[src/rtl/pfc_pkg.sv]
package pfc_pkg;
  localparam int MODE_W = 2;
  localparam int REQ_W  = 3;

  typedef enum logic [MODE_W-1:0] {
    FC_NONE = 2'd0,
    FC_RX   = 2'd1,
    FC_TX   = 2'd2,
    FC_FULL = 2'd3
  } fc_mode_e;

  // bit 2 of the request selects default, which means full
  function automatic fc_mode_e norm_req(input logic [REQ_W-1:0] req);
    if (req[REQ_W-1]) return FC_FULL;
    return fc_mode_e'(req[MODE_W-1:0]);
  endfunction
endpackage

[src/rtl/pfc_seq.sv]
module pfc_seq (
  input  logic clk_i,
  input  logic rst_ni,
  input  logic start_i,
  input  logic an_status_i,
  output logic an_ok_o,
  output logic apply_o
);
  typedef enum logic [1:0] {ST_IDLE, ST_SMP1, ST_SMP2, ST_APPLY} st_e;
  st_e st_q, st_d;
  logic an_ok_q;

  always_comb begin
    st_d = st_q;
    unique case (st_q)
      ST_IDLE:  if (start_i) st_d = ST_SMP1;
      ST_SMP1:  st_d = ST_SMP2;   // first read clears the latch, value dropped
      ST_SMP2:  st_d = ST_APPLY;
      default:  st_d = ST_IDLE;
    endcase
  end

  always_ff @(posedge clk_i or negedge rst_ni) begin
    if (!rst_ni) begin
      st_q    <= ST_IDLE;
      an_ok_q <= 1'b0;
    end else begin
      st_q <= st_d;
      if (st_q == ST_SMP2) an_ok_q <= an_status_i;
    end
  end

  assign an_ok_o = an_ok_q;
  assign apply_o = (st_q == ST_APPLY);

  AST_START_IGNORED: assert property (@(posedge clk_i) disable iff (!rst_ni)
    (st_q == ST_SMP2) |=> (st_q == ST_APPLY));
  AST_SAMPLE_SECOND: assert property (@(posedge clk_i) disable iff (!rst_ni)
    (st_q == ST_APPLY) |-> (an_ok_q == $past(an_status_i)));
endmodule

[src/rtl/pfc_resolve.sv]
module pfc_resolve
  import pfc_pkg::*;
(
  input  logic             loc_pause_i,
  input  logic             loc_asym_i,
  input  logic             lp_pause_i,
  input  logic             lp_asym_i,
  input  logic [REQ_W-1:0] req_mode_i,
  input  logic             strict_i,
  input  logic             full_duplex_i,
  output fc_mode_e         mode_o
);
  fc_mode_e req, tbl;

  always_comb begin
    req = norm_req(req_mode_i);
    if (loc_pause_i && lp_pause_i)
      tbl = (req == FC_FULL) ? FC_FULL : FC_RX;
    else if (!loc_pause_i && loc_asym_i && lp_pause_i && lp_asym_i)
      tbl = FC_TX;
    else if (loc_pause_i && loc_asym_i && !lp_pause_i && lp_asym_i)
      tbl = FC_RX;
    else if (req == FC_NONE || req == FC_TX || strict_i)
      tbl = FC_NONE;
    else
      tbl = FC_RX;   // fallback for partners that advertise nothing
    mode_o = full_duplex_i ? tbl : FC_NONE;
  end
endmodule

[src/rtl/pause_fc_resolver.sv]
module pause_fc_resolver
  import pfc_pkg::*;
(
  input  logic             clk_i,
  input  logic             rst_ni,
  input  logic             start_i,
  input  logic             loc_pause_i,
  input  logic             loc_asym_i,
  input  logic             lp_pause_i,
  input  logic             lp_asym_i,
  input  logic [REQ_W-1:0] req_mode_i,
  input  logic             strict_i,
  input  logic             full_duplex_i,
  input  logic             an_status_i,
  input  logic             an_failed_i,
  output logic [MODE_W-1:0] mode_o,
  output logic             done_o
);
  logic     an_ok, apply;
  fc_mode_e neg_mode;
  fc_mode_e mode_q;
  logic     done_q;

  pfc_seq u_seq (
    .clk_i       (clk_i),
    .rst_ni      (rst_ni),
    .start_i     (start_i),
    .an_status_i (an_status_i),
    .an_ok_o     (an_ok),
    .apply_o     (apply)
  );

  pfc_resolve u_res (
    .loc_pause_i   (loc_pause_i),
    .loc_asym_i    (loc_asym_i),
    .lp_pause_i    (lp_pause_i),
    .lp_asym_i     (lp_asym_i),
    .req_mode_i    (req_mode_i),
    .strict_i      (strict_i),
    .full_duplex_i (full_duplex_i),
    .mode_o        (neg_mode)
  );

  always_ff @(posedge clk_i or negedge rst_ni) begin
    if (!rst_ni) begin
      mode_q <= FC_NONE;
      done_q <= 1'b0;
    end else begin
      done_q <= apply;
      if (apply) begin
        if (an_failed_i)  mode_q <= norm_req(req_mode_i);
        else if (an_ok)   mode_q <= neg_mode;
      end
    end
  end

  assign mode_o = mode_q;
  assign done_o = done_q;

  AST_DONE_PULSE: assert property (@(posedge clk_i) disable iff (!rst_ni)
    done_o |=> !done_o);
  AST_MODE_ONLY_ON_DONE: assert property (@(posedge clk_i) disable iff (!rst_ni)
    !$stable(mode_o) |-> done_o);
  AST_HALF_DUPLEX_NONE: assert property (@(posedge clk_i) disable iff (!rst_ni)
    (done_o && !$past(an_failed_i) && $past(an_ok) && !$past(full_duplex_i))
      |-> (mode_o == 2'd0));
  AST_KEEP_ON_NOT_DONE: assert property (@(posedge clk_i) disable iff (!rst_ni)
    (done_o && !$past(an_failed_i) && !$past(an_ok)) |-> $stable(mode_o));
  AST_FORCED_DEFAULT: assert property (@(posedge clk_i) disable iff (!rst_ni)
    (done_o && $past(an_failed_i) && $past(req_mode_i[2])) |-> (mode_o == 2'd3));
endmodule

[config.mk]
export PLATFORM = sky130hd
export DESIGN_NAME = pause_fc_resolver
export DESIGN_NICKNAME = d
export VERILOG_FILES = /design/src/rtl/pfc_pkg.sv /design/src/rtl/pfc_seq.sv /design/src/rtl/pfc_resolve.sv /design/src/rtl/pause_fc_resolver.sv
export SDC_FILE = /design/constraint.sdc
export NUM_CORES = 1
export LEC_CHECK = 0
export ABC_AREA = 1
export BUFFER_PORTS_ARGS = -buffer_cell sky130_fd_sc_hd__clkbuf_2
export CAP_MARGIN = 20
export CORE_AREA = 2 2 39 41
export DETAILED_ROUTE_END_ITERATION = 16
export DIE_AREA = 0 0 41 43
export GPL_ROUTABILITY_DRIVEN = 1
export PLACE_DENSITY = 0.62
export SYNTH_ARGS = -nofsm -noshare
export SYNTH_HDL_FRONTEND = slang
export SYNTH_SLANG_ARGS = --single-unit
[constraint.sdc]
create_clock -name clk_i -period 1.17 [get_ports clk_i]
set_input_delay 0.0585 -clock clk_i [delete_from_list [all_inputs] [get_ports clk_i]]
set_output_delay 0.0585 -clock clk_i [all_outputs]
set_load 0.005 [all_outputs]
### After elaboration in Yosys (flattened, before gate mapping)

Cells that the tools add are included.

| storage, ports and cells | value |
|---|---|
| register bits after elaboration | 6 |
| memory bits (writable) | 0 |
| memories | 0 |
| memory bits (read-only) | 0 |
| bits in latches | 0 |

| cells by class | value |
|---|---|
| bitwise operators | 0 |
| muxes and demuxes | 16 |
| $mul | 0 |
| equality and inequality tests | 6 |
| shift operators | 0 |
| div/mod/pow operators | 0 |
| $lt $le $gt $ge | 0 |
| reduce and logical (&&, ||, !) cells | 15 |
| $add $sub $neg | 0 |

Operators with widths:

| operator | number |
|---|---|
| $mux W2 | 11 |
| $eq A2 B2 Y1 const B | 4 |
| $logic_and A1 B1 Y1 | 7 |
| $pmux W2 S3 | 1 |
| $logic_not A2 Y1 | 2 |
| $mux W1 | 4 |
| $eq A2 B1 Y1 const B | 1 |
| $logic_not A1 Y1 | 2 |
| $logic_or A1 B1 Y1 | 2 |
| $ne A2 B2 Y1 const B | 1 |
| $reduce_and A2 Y1 | 1 |
| $reduce_bool A2 Y1 | 1 |

### Longest topological paths before layout

| depth | value |
|---|---|
| word-level depth | 12 |
| depth in mapped cells | 6 |

### By module

From an unflattened synthesis, not the netlist that was laid out.

| unflattened totals | value |
|---|---|
| cell total of the unflattened synthesis | 60 |
| area total of the unflattened synthesis | 399.1 µm² |

By module, submodules not included:

| module | area an instance (µm²) | instances | sequential area each (µm²) | cells each |
|---|---|---|---|---|
| pfc_seq | 175.2 | 1 | 75.1 | 22 |
| pause_fc_resolver | 151.4 | 1 | 75.1 | 20 |
| pfc_resolve | 72.6 | 1 | 0.0 | 18 |

### Worst setup path before layout

No wires, ideal clock.

| timing path | value |
|---|---|
| path type | reg-to-reg |
| start | register u_seq.st_q[0] |
| end | register u_seq.an_ok_q (netlist: u_seq.an_ok_o) |
| stages on the path, launching flop included | 4 |
| path slack | 0.102 ns |
| clock period less this slack | 1.068 ns |
| data arrival time | 0.943 ns |
| data required time | 1.045 ns |
| cells stage by stage | dfrtp_1 -> inv_1 -> ha_1 -> mux2_2 |

| on the way | value |
|---|---|
| word-level cells in the longest chain between the ends | 1 |

RTL lines:

| what | RTL line | RTL |
|---|---|---|
| start, declared | pfc_seq.sv:10 | `st_e st_q, st_d;` |
| start signal, assigned | pfc_seq.sv:28 | `st_q <= st_d;` |
| $eq A2 B2 Y1 | pfc_seq.sv:29 | `if (st_q == ST_SMP2) an_ok_q <= an_status_i;` |
| end signal, assigned | pfc_seq.sv:29 |  |
| end, declared | pfc_seq.sv:11 | `logic an_ok_q;` |

No other way between the ends.
A chain may end at the register's enable or synchronous reset.

### Worst setup path after layout

Same ends and word-level chain as after synthesis.

==> results.ini <==
[placed_design]
place_ws_ns=0.0624
dp_cells=81
dp_hpwl_microns=561
gp_congestion=0.637
portBuffers=16

[grt]
antenna_found_initial=0
grtUsageTotal_pct=8.70
grt_pass1_wl_microns=1030
grt_start_max_net_pins=7
grt_pass1_vias=292
grt_overflow=0

[layout]
fin_util_pct=38.1
multi_input_area_sq_um=199
finalNetCount=90
final-instance-count-excl-fill=86
mostFrequentLayoutCell=clkbuf_2
diodes=0
mostFrequentLayoutCells=clkbuf_2, inv_1, nand2_1
ff_latch_area_sq_um=150
drive_gt1_share_pct=35.7
fillers=151
areaGrowthSynthToFinish_pct=40.3

[routing]
wire_per_inst_microns=8.19
first_pass_iters=3
via_per_inst=4.16
totalWireLength_microns=704
drtIter0Drc=2
ant_nets=0
route.detailed.drc=0
vias=358

[cts]
ctsRootBufferMaster=clkbuf_4
cts.clk_slew.worst_paths_ns=0.04
tritoncts=yes
h-tree-depth=1
numCtsBuffers=3
clk_path_buf_depth=2
cts_sinks=6
clk-insertion-delay-late_ns=0.24

[timing]
max_slew_margin_pct=90.2
finalSetupTns_ns=0
fin_crit_sh_pct=93.1
rsz0062_at_grt=no
finalHoldViolations=0
layout_min_cycle_time_ns=1.09
fmax_mhz=918
tightest_slew_ns=0.147
setup-violations-final=0
setup_ws_ns=0.0809
skew_ns=0.00170
report.final.slew_viol_count=0

[die]
design.portCount=17
die_area_sq_um=1760
die_w_microns=41
coreArea_sq_um=1380
rows=14
die_y_microns=43
start_util_pct=27.1

[synth]
ys_types=13
ys_ff_latch=6
synth_area_sq_um=375
synth_cells=49
syn-num-nets=67
yosysTopAreaCell=dfrtp_1
syn_avg_cell_area_sq_um=7.66
seq_area_frac_synth_pct=40.0
ys_warn_count=0
synth_top_area_share_pct=40.0
ys_top_cells_by_area=dfrtp_1, ha_1, inv_1

[power_and_ir_drop]
p_seq_share_pct=37.7
p_int_uw=658
total_power_uw=1010
netSwitchingFraction_pct=34.9
clockPowerShare_pct=18.3
ir_drop_mv=1.13
switching_power_uw=353
powerDensity_nw_per_um2=1920
leakage_uw=0.000312
combPwrFrac_pct=44.0

[worst_setup_path]
timing_worst_setup_path_type=reg2reg
required_ns=1.29
worst_r2r_endpoint=u_seq.an_ok_o$_DFFE_PN0N_
critical_path_arrival_ns=1.21
r2r_slack_ns=0.08
startpoint_type=flop
timing.rr.start=u_seq.st_q[0]$_DFFE_PN0P_
rr_worst_depth=3
endpoint_kind=flop
cp_max_fo=3

[run]
cap_violations=0

[min_path]
worstHoldStart=an_status_i
min_to=u_seq.an_ok_o$_DFFE_PN0N_
hold_path.class=in2reg
hold_depth=2

[status]
status=complete, no violations

## cells in the mapped netlist, drive strengths merged
library cell and number:
a211oi 1, a21oi 4, dfrtp 6, ha 4, inv 10, mux2 1
nand2 11, nand3 3, nor2 6, o21a 1, o21ai 2
## power groups by stage
stage	logic, uW	clock network [uW]	registers, uW
after floorplan	250	0	380
after global placement	378	0	384
after detailed placement	379	0	386
after CTS	387	200	383
after global routing	527	214	391
final	446	185	381
## per-stage QoR
step | instance area (sq um) | hold WS (ns)
4_1_cts | 508 | 0.0466
2_1_floorplan | 375 | -0.237
6_report | 527 | 0.0540
3_5_place_dp | 475 | -0.107
5_1_grt | 527 | 0.0464
3_3_place_gp | 475 | -0.106
## timing repair
item / CTS / global route
hold buffers: 1 / 0
endpoints found under the setup margin: 0 / 5
resized for setup: 0 / 3
hold endpoints to repair: 6 / 0
buffers inserted: 0 / 1
## sequential cells by signal, indices dropped and copies added (netlist names)
signal	cells
done_o	1
mode_o	2
u_seq.an_ok_o	1
u_seq.st_q	2
## area by class of cell
type	instances	share of cell area, %
repair buffers	18	18.5
well taps	16	3.80
multi-input cells	33	37.8
inverters	10	7.13
flip-flops and latches	6	28.5
clock buffers	3	4.28
## metal layers
layer / share of wire (%) / GRT usage (%)
met1: 43 / 9.90
met5: 0 / 0
met3: 13 / 6.28
met2: 45 / 12.8
met4: 0 / 2.00
## cells by family (layout without fill, tap and decap cells)
logic type	Yosys count	in the layout	share of synthesized area, %
flip-flops	6	6	40.0
buffers and inverters	10	31	10.0
multiplexers	1	1	3.00
AND/OR/NAND/NOR	20	20	21.7
adder cells (fa/ha/maj)	4	4	13.3
AO/OA/AOI/OAI	8	8	12.0
## critical path: stages, from the launching register on
cell and delay, ns:
dfrtp_1 0.39, inv_1 0.08, ha_1 0.17, mux2_2 0.33
## worst max path at each step
stage / start / to / slack [ns] / cells after the start
6_report: u_seq.st_q[0]$_DFFE_PN0P_ / u_seq.an_ok_o$_DFFE_PN0N_ / 0.08 / 3
5_1_grt: u_seq.st_q[1]$_DFFE_PN0P_ / u_seq.st_q[0]$_DFFE_PN0P_ / 0.003 / 5
4_1_cts: u_seq.st_q[0]$_DFFE_PN0P_ / u_seq.st_q[0]$_DFFE_PN0P_ / 0.04 / 5
3_5_place_dp: u_seq.st_q[0]$_DFFE_PN0P_ / u_seq.st_q[0]$_DFFE_PN0P_ / 0.06 / 5
3_3_place_gp: u_seq.st_q[0]$_DFFE_PN0P_ / u_seq.an_ok_o$_DFFE_PN0N_ / 0.08 / 3
2_1_floorplan: u_seq.st_q[0]$_DFFE_PN0P_ / u_seq.an_ok_o$_DFFE_PN0N_ / 0.10 / 3
No activity file was read; power rests on OpenSTA's default activity.
